[src/rtl/mfidx_pkg.sv]
package mfidx_pkg;

   localparam int unsigned DEF_IDX_W = 14;
   localparam int unsigned DEF_SUB_W = 3;
   localparam int unsigned DEF_REG_W = 32;

   typedef enum logic [1:0] {
      CMD_IDLE = 2'd0,
      CMD_ADV  = 2'd1,
      CMD_LOAD = 2'd2
   } mf_cmd_e;

endpackage

[src/rtl/mfidx_ctl.sv]
module mfidx_ctl
   import mfidx_pkg::*;
#(
   parameter int unsigned REG_W = DEF_REG_W,
   parameter int unsigned IDX_W = DEF_IDX_W,
   localparam int unsigned BE_W = REG_W / 8
) (
   input  logic             tick_i,
   input  logic             run_i,
   input  logic             halted_i,
   input  logic             wr_i,
   input  logic [BE_W-1:0]  be_i,
   input  logic [REG_W-1:0] wdata_i,
   output mf_cmd_e          cmd_o,
   output logic [IDX_W-1:0] load_val_o
);

   logic [BE_W-1:0] lane_ok;
   logic            full_word;
   logic            may_write;
   logic            may_count;

   // each byte lane must be enabled for a write to count as whole
   for (genvar g = 0; g < BE_W; g++) begin : g_lane
      assign lane_ok[g] = be_i[g];
   end

   assign full_word = &lane_ok;
   assign may_write = halted_i & ~run_i;
   assign may_count = run_i & ~halted_i;

   always_comb begin
      cmd_o = CMD_IDLE;
      if (wr_i && full_word && may_write) begin
         cmd_o = CMD_LOAD;
      end else if (tick_i && may_count) begin
         cmd_o = CMD_ADV;
      end
   end

   assign load_val_o = wdata_i[IDX_W-1:0];

   if (REG_W > IDX_W) begin : g_drop_hi
      logic unused_hi;
      assign unused_hi = ^wdata_i[REG_W-1:IDX_W];
   end

endmodule

[src/rtl/mfidx_index_ctr.sv]
module mfidx_index_ctr
   import mfidx_pkg::*;
#(
   parameter int unsigned IDX_W = DEF_IDX_W
) (
   input  logic             clk,
   input  logic             rst_n,
   input  mf_cmd_e          cmd_i,
   input  logic [IDX_W-1:0] load_val_i,
   output logic [IDX_W-1:0] idx_o
);

   logic [IDX_W-1:0] idx_q;
   logic [IDX_W-1:0] idx_d;

   always_comb begin
      unique case (cmd_i)
         CMD_ADV:  idx_d = idx_q + 1'b1;
         CMD_LOAD: idx_d = load_val_i;
         default:  idx_d = idx_q;
      endcase
   end

   always_ff @(posedge clk or negedge rst_n) begin
      if (!rst_n) idx_q <= '0;
      else        idx_q <= idx_d;
   end

   assign idx_o = idx_q;

endmodule

[src/rtl/mfidx_sof_shadow.sv]
module mfidx_sof_shadow
   import mfidx_pkg::*;
#(
   parameter int unsigned IDX_W = DEF_IDX_W,
   parameter int unsigned SUB_W = DEF_SUB_W,
   localparam int unsigned SOF_W = IDX_W - SUB_W
) (
   input  logic             clk,
   input  logic             rst_n,
   input  mf_cmd_e          cmd_i,
   input  logic [SUB_W-1:0] idx_low_i,
   input  logic [SOF_W-1:0] load_hi_i,
   output logic [SOF_W-1:0] sof_o
);

   logic [SOF_W-1:0] sof_q;
   logic [SOF_W-1:0] sof_d;
   logic             frame_edge;

   // an advance taken from sub-count zero is the 000 -> 001 transition
   assign frame_edge = (cmd_i == CMD_ADV) && (idx_low_i == '0);

   always_comb begin
      sof_d = sof_q;
      if (cmd_i == CMD_LOAD) sof_d = load_hi_i;
      else if (frame_edge)   sof_d = sof_q + 1'b1;
   end

   always_ff @(posedge clk or negedge rst_n) begin
      if (!rst_n) sof_q <= '0;
      else        sof_q <= sof_d;
   end

   assign sof_o = sof_q;

endmodule

[src/rtl/mfidx_readmux.sv]
module mfidx_readmux #(
   parameter int unsigned REG_W = 32,
   parameter int unsigned IDX_W = 14
) (
   input  logic [IDX_W-1:0] idx_i,
   output logic [REG_W-1:0] rdata_o
);

   if (REG_W > IDX_W) begin : g_pad
      assign rdata_o = {{(REG_W-IDX_W){1'b0}}, idx_i};
   end else begin : g_exact
      assign rdata_o = idx_i;
   end

endmodule

[src/rtl/mfidx_top.sv]
module mfidx_top
   import mfidx_pkg::*;
#(
   parameter int unsigned REG_W = DEF_REG_W,
   parameter int unsigned IDX_W = DEF_IDX_W,
   parameter int unsigned SUB_W = DEF_SUB_W,
   localparam int unsigned BE_W   = REG_W / 8,
   localparam int unsigned SOF_W  = IDX_W - SUB_W,
   localparam int unsigned SLOT_W = IDX_W - SUB_W - 1
) (
   input  logic              clk,
   input  logic              rst_n,
   input  logic              tick_i,
   input  logic              run_i,
   input  logic              halted_i,
   input  logic              reg_wr_i,
   input  logic [BE_W-1:0]   reg_be_i,
   input  logic [REG_W-1:0]  reg_wdata_i,
   output logic [REG_W-1:0]  reg_rdata_o,
   output logic [IDX_W-1:0]  uf_idx_o,
   output logic [SLOT_W-1:0] list_slot_o,
   output logic [SOF_W-1:0]  sof_num_o
);

   if (IDX_W > REG_W) begin : g_bad_width
      $error("mfidx_top: index wider than register");
   end
   if (SUB_W < 1 || IDX_W < SUB_W + 2) begin : g_bad_sub
      $error("mfidx_top: sub-count width out of range");
   end
   if (REG_W % 8 != 0) begin : g_bad_reg
      $error("mfidx_top: register width must be whole bytes");
   end

   mf_cmd_e          cmd;
   logic [IDX_W-1:0] load_val;
   logic [IDX_W-1:0] idx;

   mfidx_ctl #(.REG_W(REG_W), .IDX_W(IDX_W)) u_ctl (
      .tick_i     (tick_i),
      .run_i      (run_i),
      .halted_i   (halted_i),
      .wr_i       (reg_wr_i),
      .be_i       (reg_be_i),
      .wdata_i    (reg_wdata_i),
      .cmd_o      (cmd),
      .load_val_o (load_val)
   );

   mfidx_index_ctr #(.IDX_W(IDX_W)) u_idx (
      .clk        (clk),
      .rst_n      (rst_n),
      .cmd_i      (cmd),
      .load_val_i (load_val),
      .idx_o      (idx)
   );

   mfidx_sof_shadow #(.IDX_W(IDX_W), .SUB_W(SUB_W)) u_sof (
      .clk       (clk),
      .rst_n     (rst_n),
      .cmd_i     (cmd),
      .idx_low_i (idx[SUB_W-1:0]),
      .load_hi_i (load_val[IDX_W-1:SUB_W]),
      .sof_o     (sof_num_o)
   );

   mfidx_readmux #(.REG_W(REG_W), .IDX_W(IDX_W)) u_rd (
      .idx_i   (idx),
      .rdata_o (reg_rdata_o)
   );

   assign uf_idx_o    = idx;
   assign list_slot_o = idx[IDX_W-2:SUB_W];

endmodule

[config.mk]
export PLATFORM = sky130hd
export DESIGN_NAME = mfidx_top
export DESIGN_NICKNAME = d
export VERILOG_FILES = /design/src/rtl/mfidx_pkg.sv /design/src/rtl/mfidx_ctl.sv /design/src/rtl/mfidx_index_ctr.sv /design/src/rtl/mfidx_sof_shadow.sv /design/src/rtl/mfidx_readmux.sv /design/src/rtl/mfidx_top.sv
export SDC_FILE = /design/constraint.sdc
export NUM_CORES = 1
export LEC_CHECK = 0
export ABC_CLOCK_PERIOD_IN_PS = 2300
export BUFFER_PORTS_ARGS = -buffer_cell sky130_fd_sc_hd__buf_2
export CAP_MARGIN = 25
export CORE_MARGIN = 1
export CORE_UTILIZATION = 43
export CTS_BUF_LIST = sky130_fd_sc_hd__clkbuf_16
export DETAILED_ROUTE_END_ITERATION = 10
export HOLD_SLACK_MARGIN = 0.15
export PLACE_DENSITY_LB_ADDON = 0.15
export SLEW_MARGIN = 30
export SYNTH_ARGS = -nofsm -noshare
export SYNTH_HDL_FRONTEND = slang
export SYNTH_SLANG_ARGS = --single-unit
[constraint.sdc]
create_clock -name clk -period 2.3 [get_ports clk]
set_clock_uncertainty 0.1 [all_clocks]
set_input_delay 0.115 -clock clk [delete_from_list [all_inputs] [get_ports clk]]
set_output_delay 0.115 -clock clk [all_outputs]
set_load 0.02 [all_outputs]
-- After elaboration in Yosys (flattened, before gate mapping)
Cells that the tools add are included.
- flip-flop bits (word level): 25
- input bits: 42
- eq/ne operators: 2
- reduce and logical (&&, ||, !) cells: 8
- bitwise logic cells: 4
- muxes and demuxes: 5
- $add $sub $neg: 2
- operators by type and width (cell ; number):
    $pmux 14 s2 ; 1
    $mux 11 ; 2
    $add 14x1->14 const B ; 1
    $add 11x1->11 const B ; 1
    $logic_and 1x1->1 ; 4
    $reduce_and 4->1 ; 1
    $reduce_bool 2->1 ; 2
    $logic_not 3->1 ; 1
    $and 1x1->1 ; 2
    $eq 2x1->1 const B ; 1
    $eq 2x2->1 const B ; 1
    $mux 2 ; 1
    $not 1->1 ; 2
    $mux 1 ; 1

-- Depth between registers and ports, before layout
- depth after elaboration: 9
- mapped depth: 6
- gate-level depth less buffers: 6

-- Modules after synthesis
A second synthesis with hierarchy kept.
- cell total of the unflattened synthesis: 238
- area, all modules: 2080.7 um2
- by module, submodules not included (module ; area an instance (um2) ; seq. area each (um2) ; cells each ; times used):
    mfidx_index_ctr ; 952.2 ; 350.3 ; 106 ; 1
    mfidx_sof_shadow ; 676.9 ; 275.3 ; 71 ; 1
    mfidx_readmux ; 244.0 ; 0.0 ; 33 ; 1
    mfidx_ctl ; 132.6 ; 0.0 ; 18 ; 1
    mfidx_top ; 75.1 ; 0.0 ; 10 ; 1

-- Worst setup path before layout
Ideal clock, no wire load.
- path type: flip-flop to flip-flop
- start point: register u_idx.idx_q[2] (netlist: u_idx.idx_o[2])
- end point: register u_idx.idx_q[13] (netlist: u_idx.idx_o[13])
- slack: 380 ps
- library setup time: 118 ps
- period minus slack after synthesis: 1920 ps
- data required time: 2082 ps
- arrival: 1702 ps
- cell stages (with the launch flop): 6
- path through: dfrtp_1 -> buf_4 -> nand3_4 -> or4_4 -> mux2_4 -> a21o_1
- word-level cells in the longest chain between the ends: 2
- RTL lines (element ; RTL line ; text):
    start, declared ; mfidx_index_ctr.sv:13 ; logic [IDX_W-1:0] idx_q;
    start signal, assigned ; mfidx_index_ctr.sv:26 ; else idx_q <= idx_d;
    $add 14x1->14 ; mfidx_index_ctr.sv:18 ; CMD_ADV: idx_d = idx_q + 1'b1;
    $pmux 14 s2 ; mfidx_index_ctr.sv:17 ; unique case (cmd_i)
Every way passes these cells.
A chain may end at the register's enable or synchronous reset.

-- Final worst setup path
- start point: register u_idx.idx_q[0] (netlist: u_idx.idx_o[0])
- end point: register u_sof.sof_q[10] (netlist: u_sof.sof_o[10])
- word-level cells in the longest chain between the ends: 3
- RTL lines (element ; RTL line ; text):
    $logic_not 3->1 ; mfidx_sof_shadow.sv:21 ; assign frame_edge = (cmd_i == CMD_ADV) && (idx_low_i == '0);
    $logic_and 1x1->1 ; mfidx_sof_shadow.sv:21 ;
    $reduce_bool 2->1 (no source line) ; n/a ;
    end signal, assigned ; mfidx_sof_shadow.sv:30 ; if (!rst_n) sof_q <= '0;
    end signal, assigned ; mfidx_sof_shadow.sv:31 ; else sof_q <= sof_d;
    end, declared ; mfidx_sof_shadow.sv:16 ; logic [SOF_W-1:0] sof_q;
Every way passes these cells.

==> metrics.md <==
| Metric | Value |
|---|---|
| WL met1 | `1.84 mm` |
| Ys async rst share | `100%` |
| Worst R2R Setup Slack | `340 ps` |
| Synth area leaders | `dfrtp_1, buf_4, xnor2_1, a21oi_1, nor4_1` |
| Post-route insts no fill | `306` |
| Fin crit share | `85.2%` |
| Yosys warns | `0` |
| Number of distinct library cells after synthesis | `32` |
| Crit-path cells | `inv_1 > ha_1 > nand4b_1 > nor4_1 > xnor2_1 > a21oi_1` |
| CP Capture Type | `flip-flop` |
| Chip height | `65.8 um` |
| Critical path required time | `2350 ps` |
| Final instance area | `0.00215 mm2` |
| TritonCTS clock tree | `yes` |
| Layout area overhead | `22.6%` |
| Die ar. | `0.00433 mm2` |
| Die Span X | `65.8 um` |
| Final Setup Violations | `0` |
| Yosys top cell area share | `35.7%` |
| Longest Clk Path Bufs | `2` |
| Top Metal Used | `met4` |
| Initial core utilization | `46.4%` |
| Pint | `1180 uW` |
| VDD IR max | `0.591 mV` |
| Mean Syn Cell Area | `8.98 um2` |
| Class of the worst hold path | `in -> reg` |
| Syn Inst Count | `195` |
| Placed Instances | `287` |
| Ports | `109` |
| Setup TNS | `0 ps` |
| Total Wirelength | `4.09 mm` |
| Residual DRC | `0` |
| Routability cong. | `0.861` |
| Slew at the pin closest to its max-slew limit | `583 ps` |
| Total power | `2170 uW` |
| Row cnt | `22` |
| Fmax | `0.510 GHz` |
| Reg clk slew, reported paths | `70 ps` |
| Number of diodes | `0` |
| Fill cells | `369` |
| Initial detailed-routing violation count | `91` |
| Largest net degree at the start of global routing | `26` |
| DR WL/cell | `13.4 um` |
| Seq/Total Area, Yosys | `35.7%` |
| Area leader, netlist | `dfrtp_1` |
| Slew Viols, Final | `0` |
| Switching share of power | `45.7%` |
| Iteration count of the initial detailed-routing pass | `4` |
| Max stage delay on crit path | `490 ps` |
| Combinational Power Share | `45.3%` |
| Share of cells above drive strength 1 | `32.2%` |
| CP delay by family, top | `simple AND/OR/NAND/NOR gates` |
| RSZ-0062 raised after global routing | `no` |
| Outcome | `finished clean` |
| PortBufs | `72` |
| Max_cap viols | `0` |
| Clock network fraction of design power | `18.6%` |
| GRT Util Overall | `20.0%` |
| Final Hold Viols | `0` |
| Arrival time at the worst endpoint | `2010 ps` |
| Synth Register Bits | `25` |
| CP max FO | `6` |
| Critical-path top delay cell | `nor4_1` |
| Vias in the first global route | `1,390` |
| Seq pwr share | `36.1%` |
| Crit Path Class | `reg -> reg` |
| Met3 Routed Length | `194 um` |
| Routed Antenna Nets | `0` |
| First-pass GRT wire length | `6.54 mm` |
| Mapped Area | `0.00175 mm2` |
| Wire length on met2 | `2.01 mm` |
| Worst skew pair latency | `270 ps` |
| Total gr overflow | `0` |
| Fin crit period | `1960 ps` |
| Rel. slew slack | `61.2%` |
| CTS root buffer | `clkbuf_16` |
| Max H-tree Level | `1` |
| CTS buffer count | `3` |
| Antenna violations before repair | `0` |
| Main synth FF type | `dfrtp_1` |
| Critical Path Start Type | `flip-flop` |
| Bufs and invs on worst path | `1` |
| Leak | `0.00101 uW` |
| Via count | `1,542` |
| Post-DP HPWL | `2.94 mm` |
| Core area | `0.00377 mm2` |
| P_sw | `991 uW` |
| Post-synth EDFFs | `0` |
| Net count reported at finish | `304` |
| Clock Sinks | `25` |
| Placed cell area | `0.00192 mm2` |
| Total power divided by cell area | `1010 mW/mm2` |
| Vias per std cell | `5.04` |
[registers in the layout, summed over array words and instances (netlist names)]
name         count
u_sof.sof_o     11
u_idx.idx_o     14
[timing repair]
item,in CTS,in global routing
endpoints found under the hold margin,49,0
gates resized for setup,0,0
buffers inserted,0,0
hold buffers,15,0
[final cells by class]
class / instances / area, um2 / area share [%]
inverter: 6 / 22.5 / 1.05
multi-input combinational: 133 / 825 / 38.4
tap: 48 / 60.1 / 2.80
sequential: 25 / 626 / 29.1
clock inverter: 1 / 7.51 / 0.349
timing repair buffer: 90 / 533 / 24.8
clock buffer: 3 / 75.1 / 3.49
[metrics by stage]
stage	util [%]	hold slack [ps]	setup slack, ps
5_1_grt	57.0	315	213
3_5_place_dp	50.8	47.5	426
4_1_cts	57.0	265	330
2_1_floorplan	-	-281	380
6_report	57.0	263	340
3_3_place_gp	50.8	46.5	425
[final timing paths]
kind                                               end                         from  depth (start not counted)
hold reg to reg            u_idx.idx_o[13]$_DFFE_PN0P_  u_idx.idx_o[13]$_DFFE_PN0P_                          1
setup reg to reg           u_sof.sof_o[10]$_DFFE_PN0P_   u_idx.idx_o[0]$_DFFE_PN0P_                          6
hold / removal              u_idx.idx_o[0]$_DFFE_PN0P_                  reg_be_i[1]                          4
setup / recovery           u_sof.sof_o[10]$_DFFE_PN0P_   u_idx.idx_o[0]$_DFFE_PN0P_                          6
max in group asynchronous   u_idx.idx_o[9]$_DFFE_PN0P_                        rst_n                          2
min in group asynchronous   u_sof.sof_o[7]$_DFFE_PN0P_                        rst_n                          2
[power groups by stage]
stage	logic, uW	registers (uW)	clock network (uW)
3_3_place_gp	950	791	0
4_1_cts	989	782	413
5_1_grt	1080	811	431
3_5_place_dp	964	791	0
6_report	982	784	404
2_1_floorplan	676	914	0
[layer usage]
layer | GRT usage (%) | vias to the layer above
met1 | 25.0 | 732
met5 | 0 | -
li1 | - | 751
met2 | 34.7 | 55
met4 | 7.34 | 0
met3 | 2.76 | 4
[worst reg2reg max path, stage by stage, from the launching register on]
cell	delay [ps]
dfrtp_1	460
inv_1	110
ha_1	180
nand4b_1	220
nor4_1	490
xnor2_1	180
a21oi_1	90
[Yosys cell counts, types with 3 or more instances]
master / n
ha_1: 3
nor3_1: 6
dfrtp_1: 25
buf_4: 43
xnor2_1: 19
inv_1: 6
nand4_1: 7
nor2_1: 14
clkbuf_1: 4
a21oi_1: 20
nor4_1: 11
nand2_1: 7
nand3_1: 6
[cell families after synthesis]
group / after synthesis / synth area share (%)
buf+inv: 54 / 20.9
simple gates: 63 / 20.8
flops: 25 / 35.7
xor+xnor: 19 / 9.50
mux: 3 / 2.00
fa+ha+maj: 3 / 2.14
compound gates: 27 / 8.79
other cells: 1 / 0.214
[cell usage in the layout (no fill, tap or decap), drive strengths merged, types with 6 or more instances in the layout]
cell	synthesis	layout
nor2	14	14
inv	6	6
nor4	11	11
nor3	6	6
xnor2	19	19
nand2	7	7
conb	1	18
nand3	8	8
nand4	7	7
buf	44	75
dfrtp	25	25
dlygate4sd3	0	15
a21oi	20	20
No activity file was read; power rests on OpenSTA's default activity.
